==> config.mk <==
export PLATFORM = sky130hd
export DESIGN_NAME = pgevt_counter_bank
export DESIGN_NICKNAME = d
export VERILOG_FILES = /design/src/rtl/evtcnt_pkg.sv /design/src/rtl/evtcnt_sync.sv /design/src/rtl/evtcnt_debounce.sv /design/src/rtl/evtcnt_reg.sv /design/src/rtl/pgevt_counter_bank.sv
export SDC_FILE = /design/constraint.sdc
export NUM_CORES = 1
export LEC_CHECK = 0
export CAP_MARGIN = 40
export CORE_ASPECT_RATIO = 1.25
export CORE_UTILIZATION = 25
export CTS_BUF_LIST = sky130_fd_sc_hd__clkbuf_2 sky130_fd_sc_hd__clkbuf_4 sky130_fd_sc_hd__clkbuf_8
export DETAILED_ROUTE_END_ITERATION = 10
export PLACE_DENSITY = 0.37
export SLEW_MARGIN = 30
export SYNTH_ARGS = -nofsm -noshare
export SYNTH_HDL_FRONTEND = slang
export SYNTH_HIERARCHICAL = 1
export SYNTH_SLANG_ARGS = --single-unit
==> constraint.sdc <==
create_clock -name clk -period 3 [get_ports clk]
set_input_delay 0.6 -clock clk [delete_from_list [all_inputs] [get_ports clk]]
set_output_delay 0.6 -clock clk [all_outputs]
set_load 0.02 [all_outputs]
==> src/rtl/evtcnt_pkg.sv <==
// Package: shared constants for the page-linked event counter bank.
// Assumes a fixed bank layout of two write-cycle counters followed by two trigger counters.
package evtcnt_pkg;
    localparam int unsigned NUM_CNT  = 4;
    localparam int unsigned NUM_WR   = 2;
    localparam int unsigned NUM_TRIG = NUM_CNT - NUM_WR;
    localparam int unsigned SEL_W    = $clog2(NUM_CNT);
endpackage

==> src/rtl/evtcnt_sync.sv <==
// Module: two-flop synchronizer for one asynchronous level input.
// Assumes the input is a slow level signal. Reset loads the idle value IDLE.
module evtcnt_sync #(
    parameter logic IDLE = 1'b1
) (
    input  logic clk,
    input  logic rst_n,
    input  logic async_in,
    output logic sync_out
);
    logic meta_q;

    // Purpose: move the pin into the clock domain through two flops.
    always_ff @(posedge clk) begin
        if (!rst_n) begin
            meta_q   <= IDLE;
            sync_out <= IDLE;
        end else begin
            meta_q   <= async_in;
            sync_out <= meta_q;
        end
    end
endmodule

==> src/rtl/evtcnt_debounce.sv <==
// Module: debouncer with a falling-edge detector for an active-low switch input.
// A new level is accepted only after the synchronized input has differed from the
// accepted level for STABLE_CYC samples in a row. Each accepted high-to-low change
// produces a one-cycle pulse on fall_pulse.
// Assumes: the input is already synchronous, the idle level is high, and STABLE_CYC >= 2.
module evtcnt_debounce #(
    parameter int unsigned STABLE_CYC = 16
) (
    input  logic clk,
    input  logic rst_n,
    input  logic lvl_in,
    output logic fall_pulse
);
    localparam int unsigned RUN_W = $clog2(STABLE_CYC + 1);
    localparam logic [RUN_W-1:0] RUN_LAST = RUN_W'(STABLE_CYC - 1);

    logic             acc_lvl;
    logic [RUN_W-1:0] run_q;

    // Purpose: count consecutive differing samples, accept the level, and pulse on a fall.
    always_ff @(posedge clk) begin
        if (!rst_n) begin
            acc_lvl    <= 1'b1;
            run_q      <= '0;
            fall_pulse <= 1'b0;
        end else begin
            fall_pulse <= 1'b0;
            if (lvl_in == acc_lvl) begin
                run_q <= '0;
            end else if (run_q == RUN_LAST) begin
                acc_lvl    <= lvl_in;
                run_q      <= '0;
                fall_pulse <= ~lvl_in;
            end else begin
                run_q <= run_q + 1'b1;
            end
        end
    end

    // the accepted level changes only at the end of a full stability window
    assert_window_full_R5: assert property (@(posedge clk) disable iff (!rst_n)
        $past(rst_n) && !$stable(acc_lvl) |-> $past(run_q) == RUN_LAST);

    // one accepted change gives exactly one pulse
    assert_single_pulse_R5: assert property (@(posedge clk) disable iff (!rst_n)
        fall_pulse |=> !fall_pulse);

    // a pulse comes only from a change to the low level
    assert_fall_only_R6: assert property (@(posedge clk) disable iff (!rst_n)
        fall_pulse |-> !acc_lvl && $past(acc_lvl));
endmodule

==> src/rtl/evtcnt_reg.sv <==
// Module: one wrapping event counter.
// Adds one on each cycle in which bump is high, rolls from all-ones to zero,
// and clears on reset. It has no load path.
module evtcnt_reg #(
    parameter int unsigned CNT_W = 32
) (
    input  logic             clk,
    input  logic             rst_n,
    input  logic             bump,
    output logic [CNT_W-1:0] value
);
    // Purpose: clear on reset and add one on each event.
    always_ff @(posedge clk) begin
        if (!rst_n) begin
            value <= '0;
        end else if (bump) begin
            value <= value + 1'b1;
        end
    end

    // each event adds exactly one, modulo 2^CNT_W
    assert_step_R7: assert property (@(posedge clk) disable iff (!rst_n)
        bump |=> value == CNT_W'($past(value) + 1'b1));

    // without an event the count holds
    assert_hold_R3: assert property (@(posedge clk) disable iff (!rst_n)
        !bump |=> $stable(value));

    // the edge after a reset cycle sees zero
    assert_clear_R8: assert property (@(posedge clk)
        !rst_n |=> value == '0);
endmodule

==> src/rtl/pgevt_counter_bank.sv <==
// Module: bank of four read-only counters bound to memory pages PAGE_BASE..PAGE_BASE+3.
// Counters 0 and 1 count completed writes to their pages. Counters 2 and 3 count
// debounced falls of trig_a_n and trig_b_n. The read port is registered and has
// one cycle of latency.
// Assumes wr_done is a one-cycle strobe per completed page write. Trigger pins are
// asynchronous and idle high.
module pgevt_counter_bank
    import evtcnt_pkg::*;
#(
    parameter int unsigned CNT_W      = 32,
    parameter int unsigned PAGE_W     = 4,
    parameter int unsigned PAGE_BASE  = 12,
    parameter int unsigned DEB_CYCLES = 16
) (
    input  logic              clk,
    input  logic              rst_n,
    input  logic              trig_a_n,
    input  logic              trig_b_n,
    input  logic              wr_done,
    input  logic [PAGE_W-1:0] wr_page,
    input  logic [SEL_W-1:0]  rd_sel,
    output logic [CNT_W-1:0]  rd_data
);
    logic [NUM_TRIG-1:0] trig_n;
    logic [NUM_CNT-1:0]  bump;
    logic [CNT_W-1:0]    cnt_vec [NUM_CNT];

    assign trig_n = {trig_b_n, trig_a_n};

    // Write-cycle counters: decode the page of each completed write.
    for (genvar w = 0; w < NUM_WR; w++) begin : g_wr
        assign bump[w] = wr_done && (wr_page == PAGE_W'(PAGE_BASE + w));
    end

    // Trigger counters: synchronize, then debounce, then detect the fall.
    for (genvar t = 0; t < NUM_TRIG; t++) begin : g_trig
        logic trig_sync;

        evtcnt_sync #(.IDLE(1'b1)) u_sync (
            .clk      (clk),
            .rst_n    (rst_n),
            .async_in (trig_n[t]),
            .sync_out (trig_sync)
        );

        evtcnt_debounce #(.STABLE_CYC(DEB_CYCLES)) u_deb (
            .clk        (clk),
            .rst_n      (rst_n),
            .lvl_in     (trig_sync),
            .fall_pulse (bump[NUM_WR + t])
        );
    end

    // One counter per page.
    for (genvar c = 0; c < NUM_CNT; c++) begin : g_cnt
        evtcnt_reg #(.CNT_W(CNT_W)) u_cnt (
            .clk   (clk),
            .rst_n (rst_n),
            .bump  (bump[c]),
            .value (cnt_vec[c])
        );
    end

    // Purpose: register the selected count, giving the value from before any same-cycle bump.
    always_ff @(posedge clk) begin
        if (!rst_n) begin
            rd_data <= '0;
        end else begin
            rd_data <= cnt_vec[rd_sel];
        end
    end

    // the output shows last cycle's value of the selected counter
    assert_read_latency_R1: assert property (@(posedge clk) disable iff (!rst_n)
        $past(rst_n) |-> rd_data == $past(cnt_vec[rd_sel]));

    // a write to a page outside the write-counter pages leaves both write counters alone
    assert_foreign_page_R3: assert property (@(posedge clk) disable iff (!rst_n)
        (wr_page != PAGE_W'(PAGE_BASE)) && (wr_page != PAGE_W'(PAGE_BASE + 1))
        |=> $stable(cnt_vec[0]) && $stable(cnt_vec[1]));

    // page writes never reach the trigger counters
    assert_trig_isolated_R4: assert property (@(posedge clk) disable iff (!rst_n)
        $countones(bump[NUM_CNT-1:NUM_WR]) == 0 |=>
        $stable(cnt_vec[NUM_WR]) && $stable(cnt_vec[NUM_CNT-1]));
endmodule

==> qor.csv <==
metric;value;unit
diodes;0;
drt-met1-wl;10600;µm
routed_wl;22600;µm
seq_area_frac_synth;41.6;%
rsz0062_at_grt;no;
p_sw;1.06;mW
finalSetupViolations;0;
yosysUniqueCellTypes;41;
ys.flop_type;dfxtp_1;
antenna_found_initial;1;
cp.required;3.42;ns
maxCapViolCount;0;
die_h;209;µm
die_w;168;µm
ys_ff_latch;178;
grt_overflow;0;
peakVddDrop;0.183;mV
clock_power_share;40.3;%
cts_hold_buf;0;
highest_layer;met4;
rows;75;
drc;0;
drt_iter0_markers;325;
vias_per_cell;4.90;
yosysWarnings;6;
worstHoldPathType;register to register;
avgSynthCellArea;9.43;µm²
status;completed;
leakagePower;3.20;nW
worstSetupPathType;input pin to register;
cts_resized;0;
swShare;25.1;%
syn_nets;927;
route.met2.wl;11100;µm
num-nets-final;945;
grt_max_degree;93;
p_comb_share;3.5;%
post-route-min-period;2.38;ns
die_area;0.0350;mm²
drt_first_pass_iters;5;
ios;43;
drtAntennaViolNets;0;
fin_crit_sh;79.3;%
endpoint_kind;register;
syn_area;0.00857;mm²
clock-sinks;178;
syn_to_final_growth;12.5;%
cts_root_buf;clkbuf_8;
gp_congestion;0.729;
power_density;437;mW/mm²
clkTransAtPathRegs;0.10;ns
drv_slew;0;
slew_headroom;47.2;%
clock_skew;0.0174;ns
async_flop_share;0;%
setup_tns;0;ns
clk_latency;0.50;ns
seq_power_share;56.2;%
fin_util;28.6;%
avgRoutedWirePerCell;16.6;µm
post_cts_buffers;0;
fmax;420;MHz
numCtsBuffers;17;
grt_usage;13.5;%
clk_path_buf_depth;2;
dr_total_vias;6678;
hold_viol;0;
tritoncts;done;
grt_pass1_vias;6352;
tightestPinTransition;0.790;ns
start_util;25.4;%
arrival;2.80;ns
core_area;0.0337;mm²
drive_gt1_share;8.20;%
synthCells;908;
hold_ws;0.418;ns
p_int;3.15;mW
grt_pass1_wl;36400;µm
wl_met3;484;µm
ctsHtreeMaxLevel;4;
port_buffers;42;
synth_edf_count;0;
n_fill_cell;3514;
hpwlAfterDp;16200;µm
worst-path-max-fanout;8;
worstSetupStartpointType;input pin;
## cell usage in the layout (no fill, tap or decap), types with 20 or more instances in the layout
| master | Yosys | routed |
|---|---|---|
| clkdlybuf4s50_1 | 0 | 40 |
| nand2_1 | 55 | 55 |
| dfxtp_1 | 178 | 178 |
| xor2_1 | 40 | 40 |
| nor2_1 | 66 | 66 |
| clkbuf_8 | 2 | 20 |
| o41ai_1 | 28 | 28 |
| nand4_1 | 40 | 40 |
| nand3_1 | 39 | 39 |
| nand2b_1 | 44 | 44 |
| mux2i_1 | 82 | 82 |
| inv_1 | 24 | 24 |
| a21oi_1 | 28 | 28 |
| o311ai_0 | 20 | 20 |
| o22ai_1 | 32 | 32 |
## stage by stage
| step | setup slack [ns] | instance area, µm² | std cells | power (mW) |
|---|---|---|---|---|
| after floorplan | 0.771 | 8570 | 908 | 2.54 |
| after global placement | 0.172 | 9240 | 1330 | 2.57 |
| after detailed placement | 0.168 | 9240 | 1330 | 2.57 |
| after CTS | 0.711 | 9640 | 1362 | 4.32 |
| after global routing | 0.464 | 9640 | 1362 | 4.42 |
| final | 0.620 | 9640 | 1362 | 4.21 |
## power groups by stage
stage | Clock, mW | Combinational (mW) | Sequential (mW)
3_3_place_gp | 0 | 0.151 | 2.42
3_5_place_dp | 0 | 0.151 | 2.42
6_report | 1.70 | 0.148 | 2.37
2_1_floorplan | 0 | 0.116 | 2.42
4_1_cts | 1.80 | 0.152 | 2.37
5_1_grt | 1.89 | 0.162 | 2.37
## flip-flops by register name, summed over array words and instances, names as in the netlist
signal and cells:
g_cnt.u_cnt/value 128, rd_data 32, g_trig.u_deb/run_q 10, g_trig.u_deb/acc_lvl 2, g_trig.u_deb/fall_pulse 2, g_trig.u_sync/meta_q 2
g_trig.u_sync/sync_out 2
## worst max-delay path, stage by stage
cell and delay [ns]:
clkdlybuf4s50_1 0.46, nand3_1 0.09, nor3_1 0.29, and4_1 0.41, nand4_1 0.14, buf_4 0.19, nor4_1 0.36, mux2i_1 0.24
## cell families after synthesis
logic type | after synthesis | share of synthesized area, %
flops | 178 | 41.6
simple gates | 345 | 22.4
buf+inv | 85 | 6.09
fa+ha+maj | 8 | 1.17
mux | 82 | 9.58
xor+xnor | 58 | 5.93
compound gates | 152 | 13.2
## cells in the mapped netlist, types with 9 or more instances
cell type	n	area share, %
dfxtp_1	178	42
mux2i_1	82	9.6
nor2_1	66	2.9
nand2_1	55	2.4
nand2b_1	44	3.2
nand4_1	40	2.9
xor2_1	40	4.1
nand3_1	39	2.3
clkbuf_1	35	1.5
o22ai_1	32	2.3
a21oi_1	28	1.6
o41ai_1	28	2.9
inv_1	24	1.1
o311ai_0	20	2.0
xnor2_1	18	1.8
o21ai_0	16	0.93
or3_1	16	1.2
and4_1	12	1.2
nor4_1	12	0.88
o31ai_1	12	1.1
or4_1	12	1.1
and3_1	10	0.73
nor3_1	9	0.53
## path summary, 6_finish.rpt
check / endpoint / from / depth (start not counted) / slack, ns
worst max-delay path: g_cnt[0].u_cnt/value[31] / wr_page[2] / 8 / 0.62
worst min-delay path: g_trig[0].u_sync/sync_out / g_trig[0].u_sync/meta_q / 1 / 0.42
worst max register to register: g_cnt[0].u_cnt/value[31] / g_cnt[0].u_cnt/value[8] / 4 / 0.91
worst min register to register: g_trig[0].u_sync/sync_out / g_trig[0].u_sync/meta_q / 1 / 0.42
## metal layers
layer,global-route usage [%],vias to the layer above
met5,0,-
met4,4.84,0
met3,2.54,20
met2,22.5,61
met1,17.2,3198
li1,-,3399
## layout make-up
type / instances / area [µm²] / area share [%]
flip-flops and latches: 178 / 3560 / 37.0
repair buffers: 60 / 576 / 5.97
clock buffers: 20 / 275 / 2.86
multi-input cells: 645 / 4480 / 46.5
well taps: 423 / 529 / 5.49
inverters: 24 / 90.1 / 0.935
clock inverters: 12 / 120 / 1.25
(Power assumes the default switching activity.)
